[config.mk]
export PLATFORM = sky130hd
export DESIGN_NAME = lcdseg_column_drv
export DESIGN_NICKNAME = d
export VERILOG_FILES = /design/src/rtl/lcdseg_pkg.sv /design/src/rtl/lcdseg_fall.sv /design/src/rtl/lcdseg_token.sv /design/src/rtl/lcdseg_store.sv /design/src/rtl/lcdseg_levels.sv /design/src/rtl/lcdseg_column_drv.sv
export SDC_FILE = /design/constraint.sdc
export NUM_CORES = 1
export LEC_CHECK = 0
export ABC_AREA = 1
export ABC_CLOCK_PERIOD_IN_PS = 3500
export BUFFER_PORTS_ARGS = -buffer_cell sky130_fd_sc_hd__clkbuf_2
export CORE_MARGIN = 5
export CORE_UTILIZATION = 50
export CTS_CLUSTER_DIAMETER = 50
export DETAILED_ROUTE_END_ITERATION = 16
export PLACE_DENSITY_LB_ADDON = 0.25
export REMOVE_ABC_BUFFERS = 1
export SETUP_SLACK_MARGIN = 0.3
export SLEW_MARGIN = 20
export SYNTH_ARGS = -nofsm -noshare
export SYNTH_HDL_FRONTEND = slang
export SYNTH_SLANG_ARGS = --single-unit
[constraint.sdc]
create_clock -name clk -period 3.5 [get_ports clk]
set_input_delay 0.7 -clock clk [delete_from_list [all_inputs] [get_ports clk]]
set_output_delay 0.7 -clock clk [all_outputs]
set_load 0.02 [all_outputs]
[src/rtl/lcdseg_pkg.sv]
package lcdseg_pkg;

  typedef enum logic [1:0] {
    DRV_L0 = 2'b00,
    DRV_L1 = 2'b01,
    DRV_L2 = 2'b10,
    DRV_L3 = 2'b11
  } drv_lvl_e;

  // Nibble slot that feeds column outi.
  function automatic int src_slot(int outi, int cols, int bw, bit rev);
    int pos;
    pos = rev ? (cols - 1 - outi) : outi;
    return pos / bw;
  endfunction

  // Bit within the nibble that feeds column outi.
  function automatic int src_bit(int outi, int cols, int bw, bit rev);
    int pos;
    pos = rev ? (cols - 1 - outi) : outi;
    return pos % bw;
  endfunction

  // Drive level from pixel, alternation and blanking.
  function automatic drv_lvl_e pick_level(logic on_px, logic alt, logic blank_n);
    drv_lvl_e r;
    if (!blank_n)   r = DRV_L0;
    else if (on_px) r = alt ? DRV_L3 : DRV_L0;
    else            r = alt ? DRV_L1 : DRV_L2;
    return r;
  endfunction

endpackage

[src/rtl/lcdseg_fall.sv]
module lcdseg_fall (
  input  logic clk,
  input  logic rst_n,
  input  logic lvl,
  output logic fall
);
  logic prev_q;

  always_ff @(posedge clk or negedge rst_n) begin
    if (!rst_n) prev_q <= 1'b0;
    else        prev_q <= lvl;
  end

  assign fall = prev_q & ~lvl;
endmodule

[src/rtl/lcdseg_token.sv]
module lcdseg_token #(
  parameter int SLOTS = 20
) (
  input  logic             clk,
  input  logic             rst_n,
  input  logic             shift_fall,
  input  logic             load_fall,
  input  logic             en_in,
  output logic             take,
  output logic [SLOTS-1:0] tok,
  output logic             full
);
  assign take = shift_fall & en_in & ~full & ~load_fall;

  always_ff @(posedge clk or negedge rst_n) begin
    if (!rst_n) begin
      tok  <= SLOTS'(1);
      full <= 1'b0;
    end else if (load_fall) begin
      tok  <= SLOTS'(1);
      full <= 1'b0;
    end else if (take) begin
      tok <= {tok[SLOTS-2:0], tok[SLOTS-1]};
      if (tok[SLOTS-1]) full <= 1'b1;
    end
  end


  token_onehot_chk: assert property (@(posedge clk) disable iff (!rst_n)
    $countones(tok) == 1);

  full_set_chk: assert property (@(posedge clk) disable iff (!rst_n)
    (take && tok[SLOTS-1]) |=> full);

  full_hold_chk: assert property (@(posedge clk) disable iff (!rst_n)
    (full && !load_fall) |=> full);

  load_rearm_chk: assert property (@(posedge clk) disable iff (!rst_n)
    load_fall |=> (!full && tok[0]));
endmodule

[src/rtl/lcdseg_store.sv]
module lcdseg_store
  import lcdseg_pkg::*;
#(
  parameter int COLS = 80,
  parameter int BW   = 4,
  localparam int SLOTS = COLS / BW
) (
  input  logic             clk,
  input  logic             rst_n,
  input  logic             take,
  input  logic             load_fall,
  input  logic             rev,
  input  logic [SLOTS-1:0] tok,
  input  logic [BW-1:0]    nib,
  output logic [COLS-1:0]  latch_q
);
  logic [COLS-1:0] data_q;

  for (genvar i = 0; i < COLS; i++) begin : g_col
    localparam int FS = src_slot(i, COLS, BW, 1'b0);
    localparam int FB = src_bit(i, COLS, BW, 1'b0);
    localparam int RS = src_slot(i, COLS, BW, 1'b1);
    localparam int RB = src_bit(i, COLS, BW, 1'b1);
    logic hit;
    assign hit = take & (rev ? tok[RS] : tok[FS]);
    always_ff @(posedge clk or negedge rst_n) begin
      if (!rst_n)   data_q[i] <= 1'b0;
      else if (hit) data_q[i] <= rev ? nib[RB] : nib[FB];
    end
  end

  always_ff @(posedge clk or negedge rst_n) begin
    if (!rst_n)         latch_q <= '0;
    else if (load_fall) latch_q <= data_q;
  end


  data_idle_chk: assert property (@(posedge clk) disable iff (!rst_n)
    !take |=> $stable(data_q));

  latch_idle_chk: assert property (@(posedge clk) disable iff (!rst_n)
    !load_fall |=> $stable(latch_q));
endmodule

[src/rtl/lcdseg_levels.sv]
module lcdseg_levels
  import lcdseg_pkg::*;
#(
  parameter int COLS = 80
) (
  input  logic [COLS-1:0]   latch_q,
  input  logic              alt,
  input  logic              blank_n,
  output logic [2*COLS-1:0] seg_lvl
);
  for (genvar i = 0; i < COLS; i++) begin : g_lvl
    assign seg_lvl[2*i +: 2] = pick_level(latch_q[i], alt, blank_n);
  end


  always_comb begin
    if (blank_n && alt && latch_q[0])
      lit_alt_chk: assert (seg_lvl[1:0] == 2'b11);
  end
endmodule

[src/rtl/lcdseg_column_drv.sv]
module lcdseg_column_drv #(
  parameter int COLS = 80,
  parameter int BW   = 4,
  localparam int SLOTS = COLS / BW
) (
  input  logic              clk,
  input  logic              rst_n,
  input  logic              shift_clk,
  input  logic [BW-1:0]     nib,
  input  logic              load,
  input  logic              dir_rev,
  input  logic              chain_a_in,
  output logic              chain_a_out,
  output logic              chain_a_oe,
  input  logic              chain_b_in,
  output logic              chain_b_out,
  output logic              chain_b_oe,
  input  logic              alt,
  input  logic              blank_n,
  output logic [2*COLS-1:0] seg_lvl
);
  logic             shift_fall;
  logic             load_fall;
  logic             en_in;
  logic             take;
  logic             full;
  logic [SLOTS-1:0] tok;
  logic [COLS-1:0]  latch_q;

  lcdseg_fall u_sf (.clk(clk), .rst_n(rst_n), .lvl(shift_clk), .fall(shift_fall));
  lcdseg_fall u_lf (.clk(clk), .rst_n(rst_n), .lvl(load),      .fall(load_fall));

  assign en_in = dir_rev ? chain_b_in : chain_a_in;

  lcdseg_token #(.SLOTS(SLOTS)) u_tok (
    .clk(clk), .rst_n(rst_n), .shift_fall(shift_fall), .load_fall(load_fall),
    .en_in(en_in), .take(take), .tok(tok), .full(full)
  );

  lcdseg_store #(.COLS(COLS), .BW(BW)) u_store (
    .clk(clk), .rst_n(rst_n), .take(take), .load_fall(load_fall),
    .rev(dir_rev), .tok(tok), .nib(nib), .latch_q(latch_q)
  );

  lcdseg_levels #(.COLS(COLS)) u_lvl (
    .latch_q(latch_q), .alt(alt), .blank_n(blank_n), .seg_lvl(seg_lvl)
  );

  assign chain_a_oe  = dir_rev;
  assign chain_b_oe  = ~dir_rev;
  assign chain_a_out = dir_rev & full;
  assign chain_b_out = ~dir_rev & full;


  blank_all_chk: assert property (@(posedge clk) disable iff (!rst_n)
    !blank_n |-> (seg_lvl == '0));

  load_wins_chk: assert property (@(posedge clk) disable iff (!rst_n)
    (load_fall && shift_fall) |=> !full);
endmodule

-- After elaboration in Yosys (flattened, before gate mapping)
Index checks and enable logic that the tools add are counted.
- $add $sub $neg: 0
- $mul: 0
- divide/modulo/power cells: 0
- $lt $le $gt $ge: 0
- equal/unequal tests: 0
- shift-type cells: 0
- muxes and demuxes: 192
- bitwise gates (word level): 32
- reduce and logical (&&, ||, !) cells: 3
- operator list (operator ; number):
    $mux 2 ; 162
    $mux 20 ; 2
    $mux 1 ; 28
    $and 1x1->1 ; 27
    $not 1->1 ; 5
    $reduce_bool 2->1 ; 2
    $reduce_and 2->1 ; 1
- register bits: 183
- latch bits: 0
- memory bits (writable): 0
- bits in read-only memories: 0
- bits of input ports: 13
- output and inout port bits: 164
- memories kept: 0

-- Logic depth before layout (Yosys ltp)
Gate-level depths: netlist (run 1).
- depth after elaboration: 7
- depth in mapped cells: 9
- gate-level depth less buffers: 7

-- Hierarchy
From an unflattened synthesis (run 1), not the netlist that was laid out.
- cells, all modules: 1183
- area total of the unflattened synthesis: 9934.5 um2
- modules (own cells, without submodules) (module ; instances ; cells an instance ; area an instance (um2)):
    lcdseg_store ; 1 ; 642 ; 6969.2
    lcdseg_levels ; 1 ; 428 ; 1941.9
    lcdseg_token ; 1 ; 98 ; 915.9
    lcdseg_fall ; 2 ; 3 ; 35.0
    lcdseg_column_drv ; 1 ; 9 ; 37.5

-- Worst setup path after synthesis (run 1)
No wires, ideal clock.
- path type: input port to output port
- from: in alt
- to: out seg_lvl[100]
- arrival: 3.050 ns
- data required time: 2.800 ns
- slack: -0.250 ns
- cell stages on the path: 6
- buffers on the path: 4
- cell sequence: clkbuf_1 buf_2 clkbuf_1 nand2_1 inv_1 buf_4
- cells in the longest elaborated chain, start to end: 3
- ends and longest elaborated chain (element ; RTL line ; RTL):
    start, declared ; lcdseg_column_drv.sv:18 ; input logic alt,
    $mux 2, on equally long branches ; lcdseg_pkg.sv:29, lcdseg_pkg.sv:28 ;
    $mux 2 (*) ; lcdseg_pkg.sv:28 ; else if (on_px) r = alt ? DRV_L3 : DRV_L0;
    $mux 2 (*) ; lcdseg_pkg.sv:27 ; if (!blank_n) r = DRV_L0;
    end, declared ; lcdseg_column_drv.sv:20 ; output logic [2*COLS-1:0] seg_lvl
Every way passes the cells marked *; elsewhere a longest branch is shown, timed or not.

-- Worst setup path after layout (run 1)
- from: in alt
- to: out seg_lvl[77]
Same word-level chain as after synthesis.

==> metrics.md, run 1 <==
| Metric | Value |
|---|---|
| VDD IR max | roughly 0.37 mV |
| # nets final | 1210 |
| CTS root buffer | clkbuf_16 |
| Top FF cell, synth | dfrtp_1 |
| CP Cell Sequence | buf_4, buf_4, o21ai_0, a21oi_1, clkbuf_2 |
| Layout area overhead | 10.87% |
| Number of flops mapped to enable cells by yosys | 0 |
| CP max stage cell | buf_4 |
| Final GP Congestion | 0.7615 |
| I/O Pins | 177 |
| Endpoint class of the critical path | primary output |
| CP startpoint kind | primary input |
| Seq pwr share | a little under half |
| M2 GR Usage | 29.54% |
| Final period utilization | 74.00% |
| Setup TNS | 0 ns |
| Maximum clock path buffer count | 2 |
| P_leak | 5.120 nW |
| Clock H-tree levels | 4 |
| Min Tclk post-route | about 2.6 ns |
| Post_cts resized | 0 |
| Vias | 7430 |
| DRC errors left | 0 |
| Top Usage Layer GRT | met2 |
| Routing usage on met1 | 26.06% |
| Status | completed |
| Net switching power | 1.365 mW |
| Core Util, Final | 56.59% |
| Fin. Hold Viols | 0 |
| FP Rows | 49 |
| Crit-path max FO | 44 |
| Min-Delay Path Class | in2async |
| Slew headroom | 25.52% |
| Worst path max stage delay | 0.40 ns |
| WS Path Type | in2out |
| Worst setup margin | 0.9102 ns |
| Pwr dens | roughly 480 nW/um^2 |
| GRT overflow | 0 |
| First-pass GRT wire length | around 34000 um |
| Cts bufs inserted | 17 |
| RSZ-0062 raised after global routing | no |
| Die Ht | 145.6 um |
| Worst path required time | 2.80 ns |
| N_diodes | 0 |
| Mapped Area | 9200 um^2 |
| Cell Int Power | 3.506 mW |
| Met3 Use GR | 5.045% |
| Worst-margin pin slew | 1.117 ns |
| Synthesized area per cell | 8.000 um^2 |
| Critical path arrival | 1.89 ns |
| Filler cells | 1620 |
| Reg2reg start | u_lf.prev_q |
| Yosys cell types | 19 |
| Peak Freq | slightly below 400 MHz |
| Worst-Skew Late Latency | 0.43 ns |
| CP most frequent cell | buf_4 |
| Critical Path Start | alt |
| Clk_skew | between 0.01 and 0.015 ns |
| DRC violation total after the first TritonRoute iteration | 495 |
| Die area | 21210 um^2 |
| Hpwl dp | between 10000 and 15000 um |
| Initial antenna violation count | 0 |
| Clock share of power | just under 40% |
| Share of flip-flops with an asynchronous set or reset | 100.0% |
| Hold-fix buffers, CTS | 0 |
| # setup viols final | 0 |
| First-pass DRT Iterations | 7 |
| Buffers on Ports | about 180 |
| Core area | 18020 um^2 |
| Buffer count from post-CTS setup fixing | 0 |
| Clock sink count | 183 |
| Synthesized instance count | between 1000 and 1500 |
| Largest net degree at the start of global routing | ~100 |
| Total track usage | 18.87% |
| Final WL | 19740 um |
| Pins Over Slew Limit | 0 |
| CTS tree | done |
| Seq/Total Area, Yosys | 49.79% |
| Vias/cell | 5.163 |
| ANT nets after route | 0 |
| Initial Util | approximately 51% |
| R2R cell count | 7 |
| Max-cap violation count | 0 |
| Reg clk slew, reported paths | 0.07 ns |
| Switching share of power | 28.02% |
| Final Total Pwr | 4.871 mW |
| YS warnings | 0 |
| Die X | around 150 um |
| Yosys top cell area share | 49.50% |
| Largest cells by area after synthesis | dfrtp_1, nand2_1, o21ai_0, buf_4, nand4_1 |
| Vias in the first global route | roughly 7000 |
| Yosys reg bits | 183 |
| Avg WL per Cell | roughly 14 um |
| Share of cells above drive strength 1 | approximately a fifth |
| Post-synth top area cell | dfrtp_1 |
| Comb pwr share | approximately 14% |
| Place WS | 0.9192 ns |
==> worst max-delay path: cells and delay by family <==
kind | cells | cell delay (ns)
buffers and inverters | 3 | 0.85
AOI/OAI and AO/OA | 2 | 0.31
==> cells in the final DEF (no fill, tap or decap), types with 2 or more instances in the layout <==
cell type	netlist	routed
a21oi_1	81	81
buf_12	0	4
buf_4	85	11
bufinv_16	0	2
clkbuf_16	0	17
clkbuf_2	0	174
clkbuf_8	0	3
clkinv_2	0	3
clkinvlp_4	0	4
dfrtp_1	182	182
inv_1	101	99
inv_2	1	3
nand2_1	330	330
nand3_1	12	12
nand3_2	10	10
nand4_1	80	80
nor2_4	1	3
o21ai_0	172	170
o21ai_1	13	11
o21ai_4	0	3
==> cell type report <==
class                           instances  area [um^2]  area share [%]
Sequential cell                       183         4581           44.91
Clock inverter                         11        122.6           1.202
Clock buffer                           21        470.5           4.612
Timing Repair Buffer                  190         1045           10.24
Inverter                              102        382.9           3.754
Multi-Input combinational cell        703         3312           32.47
Tap cell                              229        286.5           2.809
==> flip-flops by register name, indices dropped and copies added (netlist names) <==
register         cells
u_lf.prev_q          1
u_tok.tok           20
u_sf.prev_q          1
u_store.data_q      80
u_tok.full           1
u_store.latch_q     80
==> cells in the mapped netlist, types with 2 or more instances <==
| cell type | n |
|---|---|
| clkbuf_1 | 40 |
| buf_2 | 32 |
| buf_4 | 85 |
| nand3_1 | 12 |
| a21oi_1 | 81 |
| nor2_2 | 2 |
| nand4_1 | 80 |
| o21ai_1 | 13 |
| inv_1 | 101 |
| nand2_1 | 330 |
| buf_1 | 4 |
| o21ai_0 | 172 |
| nor2_1 | 2 |
| dfrtp_1 | 182 |
| nand3_2 | 10 |
==> stage by stage <==
stage | hold WS [ns] | std cells | instance area [um^2]
after detailed placement | 0.4589 | 1407 | 9584
after CTS | 0.3546 | 1439 | 10180
final | 0.3192 | 1439 | 10200
after global routing | 0.3874 | 1439 | 10200
after floorplan | 0.4044 | 988 | 8225
after global placement | 0.4552 | 1407 | 9584
==> cell families after synthesis <==
family | Yosys count | share of synthesized area, %
AOI/OAI and AO/OA | 266 | 14.47
DFF | 183 | 49.79
and+or+nand+nor | 437 | 20.98
buffers and inverters | 264 | 14.76
==> layer usage <==
| layer | up-vias | share of wire [%] |
|---|---|---|
| met5 | - | 0 |
| met4 | 0 | 0.93 |
| met3 | 19 | 7.0 |
| met2 | 213 | 45 |
| met1 | 3420 | 47 |
| li1 | 3778 | - |
==> power groups by stage <==
stage	Sequential (mW)	Clock, mW	Combinational (mW)
global route	2.28	2.05	0.772
CTS	2.27	1.95	0.689
global placement	2.30	0	0.673
floorplan	2.29	0	0.397
detailed placement	2.30	0	0.686
finish	2.27	1.92	0.682
==> worst paths after layout <==
kind	end	slack (ns)
min reg2reg	u_store.data_q[74]	0.47
min in group clk	u_sf.prev_q	0.39
max in group asynchronous	u_store.latch_q[35]	2.38
max	seg_lvl[77]	0.91
min	u_store.latch_q[56]	0.32
max reg2reg	u_store.data_q[56]	1.54
Power figures use the tool's default switching activity.
==> run 2, diff against run 1 <==
--- a/config.mk
+++ b/config.mk
@@ -6,10 +6,10 @@
 export NUM_CORES = 1
 export LEC_CHECK = 0
 export ABC_AREA = 1
-export ABC_CLOCK_PERIOD_IN_PS = 3500
+export ABC_CLOCK_PERIOD_IN_PS = 2400
 export BUFFER_PORTS_ARGS = -buffer_cell sky130_fd_sc_hd__clkbuf_2
 export CORE_MARGIN = 5
-export CORE_UTILIZATION = 50
+export CORE_UTILIZATION = 54
 export CTS_CLUSTER_DIAMETER = 50
 export DETAILED_ROUTE_END_ITERATION = 16
 export PLACE_DENSITY_LB_ADDON = 0.25
==> constraint.sdc (replaced) <==
create_clock -name clk -period 2.4 [get_ports clk]
set_input_delay 0.48 -clock clk [delete_from_list [all_inputs] [get_ports clk]]
set_output_delay 0.48 -clock clk [all_outputs]
set_load 0.02 [all_outputs]
==> metrics.md, run 2 (synthesized netlist as in run 1, its figures left out) <==
| Metric | Value |
|---|---|
| GRT overflow | 0 (unchanged) |
| CTS root buffer | clkbuf_16 (unchanged) |
| Die X | 140.5 um (was 145.6 um) |
| Endpoint class of the critical path | primary output (unchanged) |
| Commonest non-fill, non-tap cell in the layout | nand2_1 (unchanged) |
| Critical path arrival | 1.52 ns (was 1.89 ns) |
| Crit-path max FO | 41 (was 44) |
| Core area | 16640 um^2 (was 18020 um^2) |
| Slew headroom | 31.42% (was 25.52%) |
| Worst R2R End | u_store.data_q[57] (was u_store.data_q[56]) |
| First-pass GRT wire length | 32550 um (was 34380 um) |
| Top flop regs | u_store.data_q x80, u_store.latch_q x80, u_tok.tok x20 (unchanged) |
| Clock H-tree levels | 4 (unchanged) |
| DRC violation total after the first TritonRoute iteration | 545 (was 495) |
| Status | completed (unchanged) |
| Final period utilization | 83.19% |
| Final WL | 19880 um (was 19740 um) |
| # setup viols final | 0 (unchanged) |
| Placed cell count | 1409 (was 1407) |
| Non-Filler Instances | 1443 (was 1439) |
| Pins Over Slew Limit | 0 (unchanged) |
| Vias/cell | 5.238 (was 5.163) |
| Worst-Skew Late Latency | 0.43 ns (about the same) |
| Worst path required time | 1.92 ns (was 2.80 ns) |
| Reg clk slew, reported paths | 0.06 ns (was 0.07 ns) |
| RSZ-0062 raised after global routing | no (unchanged) |
| Pwr dens | 697.1 nW/um^2 (was 477.6 nW/um^2) |
| Vias in the first global route | 6715 (was 7038) |
| Layout area overhead | 12.96% (was 10.87%) |
| Setup TNS | 0 ns (unchanged) |
| Initial Util | 55.28% (was 51.04%) |
| Largest net degree at the start of global routing | 103 (was 102) |
| Min Tclk post-route | 1.997 ns |
| First-pass DRT Iterations | 6 (was 7) |
| Initial antenna violation count | 0 (unchanged) |
| N_diodes | 0 (unchanged) |
| Clock sink count | 183 (unchanged) |
| Avg WL per Cell | 13.78 um (was 13.72 um) |
| VDD IR max | 0.4496 mV (was 0.3729 mV) |
| Buffers on Ports | 176 (unchanged) |
| Max-cap violation count | 0 (unchanged) |
| Cts bufs inserted | 17 (unchanged) |
| Final GP Congestion | 0.7848 (was 0.7615) |
| Most frequent cells in the layout | nand2_1, dfrtp_1, clkbuf_2, o21ai_0, inv_1 (unchanged) |
| ANT nets after route | 0 (unchanged) |
| Worst-margin pin slew | 1.029 ns (was 1.117 ns) |
| Net switching power | 1.977 mW (was 1.365 mW) |
| DRC errors left | 0 (unchanged) |
| Reg-to-reg slack, setup | 0.67 ns (was 1.54 ns) |
| Vias | 7559 (was 7430) |
| Peak Freq | 500.9 MHz |
| Place WS | 0.3412 ns (was 0.9192 ns) |
| Comb pwr share | 14.2% (was 14.0%) |
| Switching share of power | 27.29% (was 28.02%) |
| FP Rows | 47 (was 49) |
| Final Total Pwr | 7.245 mW (was 4.871 mW) |
| Clk_skew | 0.008093 ns (was 0.01036 ns) |
| Fin. Hold Viols | 0 (unchanged) |
| Core Util, Final | 62.45% (was 56.59%) |
| Maximum clock path buffer count | 2 (unchanged) |
| Min-Delay Path Class | in2async (unchanged) |
| WS Path Type | in2out (unchanged) |
| Filler cells | 1467 (was 1620) |
| Share of cells above drive strength 1 | 20.77% (was 20.08%) |
| R2R cell count | 7 (unchanged) |
| CTS tree | done (unchanged) |
| Die area | 19750 um^2 (was 21210 um^2) |
| Reg2reg start | u_lf.prev_q (unchanged) |
| Clock share of power | 40.2% (was 39.5%) |
| # nets final | 1223 (was 1210) |
| I/O Pins | 177 (unchanged) |
| Hpwl dp | 12510 um (was 12780 um) |
| P_leak | 5.217 nW (was 5.120 nW) |
| CP startpoint kind | primary input (unchanged) |
| Seq pwr share | 45.7% (was 46.5%) |
| Worst setup margin | 0.4035 ns (was 0.9102 ns) |
| Total track usage | 19.61% (was 18.87%) |
| Die Ht | 140.5 um (was 145.6 um) |
| Cell Int Power | 5.268 mW (was 3.506 mW) |
run 2: cell count changes in the layout (fill, tap and decap cells not counted):
cell / before / now
clkbuf_1: 1 / 3
clkinv_4: 1 / 2
clkbuf_8: 3 / 0
buf_4: 11 / 18
inv_6: 1 / 0
buf_12: 4 / 8
bufinv_16: 2 / 4
clkinv_2: 3 / 2
clkbuf_16: 17 / 19
run 2: how the worst max path moves through the flow:
stage                 start            endpoint  cells after the start
floorplan           blank_n          seg_lvl[0]                      2
global placement    dir_rev  u_store.data_q[50]                      5
detailed placement  dir_rev  u_store.data_q[70]                      5
CTS                 blank_n        seg_lvl[122]                      6
global route        blank_n        seg_lvl[124]                      6
finish              blank_n          seg_lvl[6]                      6
run 2: metal layers:
layer / up-vias / GRT usage (%) / wire length, um
met5: - / 0 / 0
li1: 3802 / - / -
met3: 17 / 3.954 / 1231
met4: 0 / 5.354 / 222
met1: 3520 / 27.88 / 9436
met2: 220 / 30.87 / 8991
run 2: power groups by stage:
stage | Combinational (mW) | Clock, mW | Sequential (mW)
floorplan | 0.580 | 0 | 3.34
global placement | 0.999 | 0 | 3.36
detailed placement | 1.02 | 0 | 3.36
CTS | 1.02 | 2.96 | 3.31
global route | 1.15 | 3.08 | 3.32
finish | 1.03 | 2.91 | 3.31
run 2: stage by stage:
step                      instance area [um^2]  hold WS, ns
after global routing                     10390      0.06959
after floorplan                           8225       0.1844
after global placement                    9706       0.4569
after CTS                                10320      0.04569
final                                    10390      0.02712
after detailed placement                  9706       0.4587
run 2: worst max-delay path: stages:
cell,delay [ns]
clkbuf_2,0.19
buf_12,0.22
nand2_1,0.09
inv_2,0.11
clkbuf_16,0.21
clkbuf_2,0.19
run 2: cell type report:
type / instances / area, um^2 / share of cell area, %
tap: 220 / 275.3 / 2.649
inverter: 102 / 382.9 / 3.684
multi-input combinational: 703 / 3312 / 31.87
timing repair buffer: 203 / 1227 / 11.81
clock inverter: 12 / 177.7 / 1.710
sequential: 183 / 4581 / 44.08
clock buffer: 20 / 436.7 / 4.202
run 2: repair_timing:
action	in CTS	in global routing
hold buffers	0	0
resized for setup	0	0
setup buffers	0	0
setup endpoints to repair	0	80
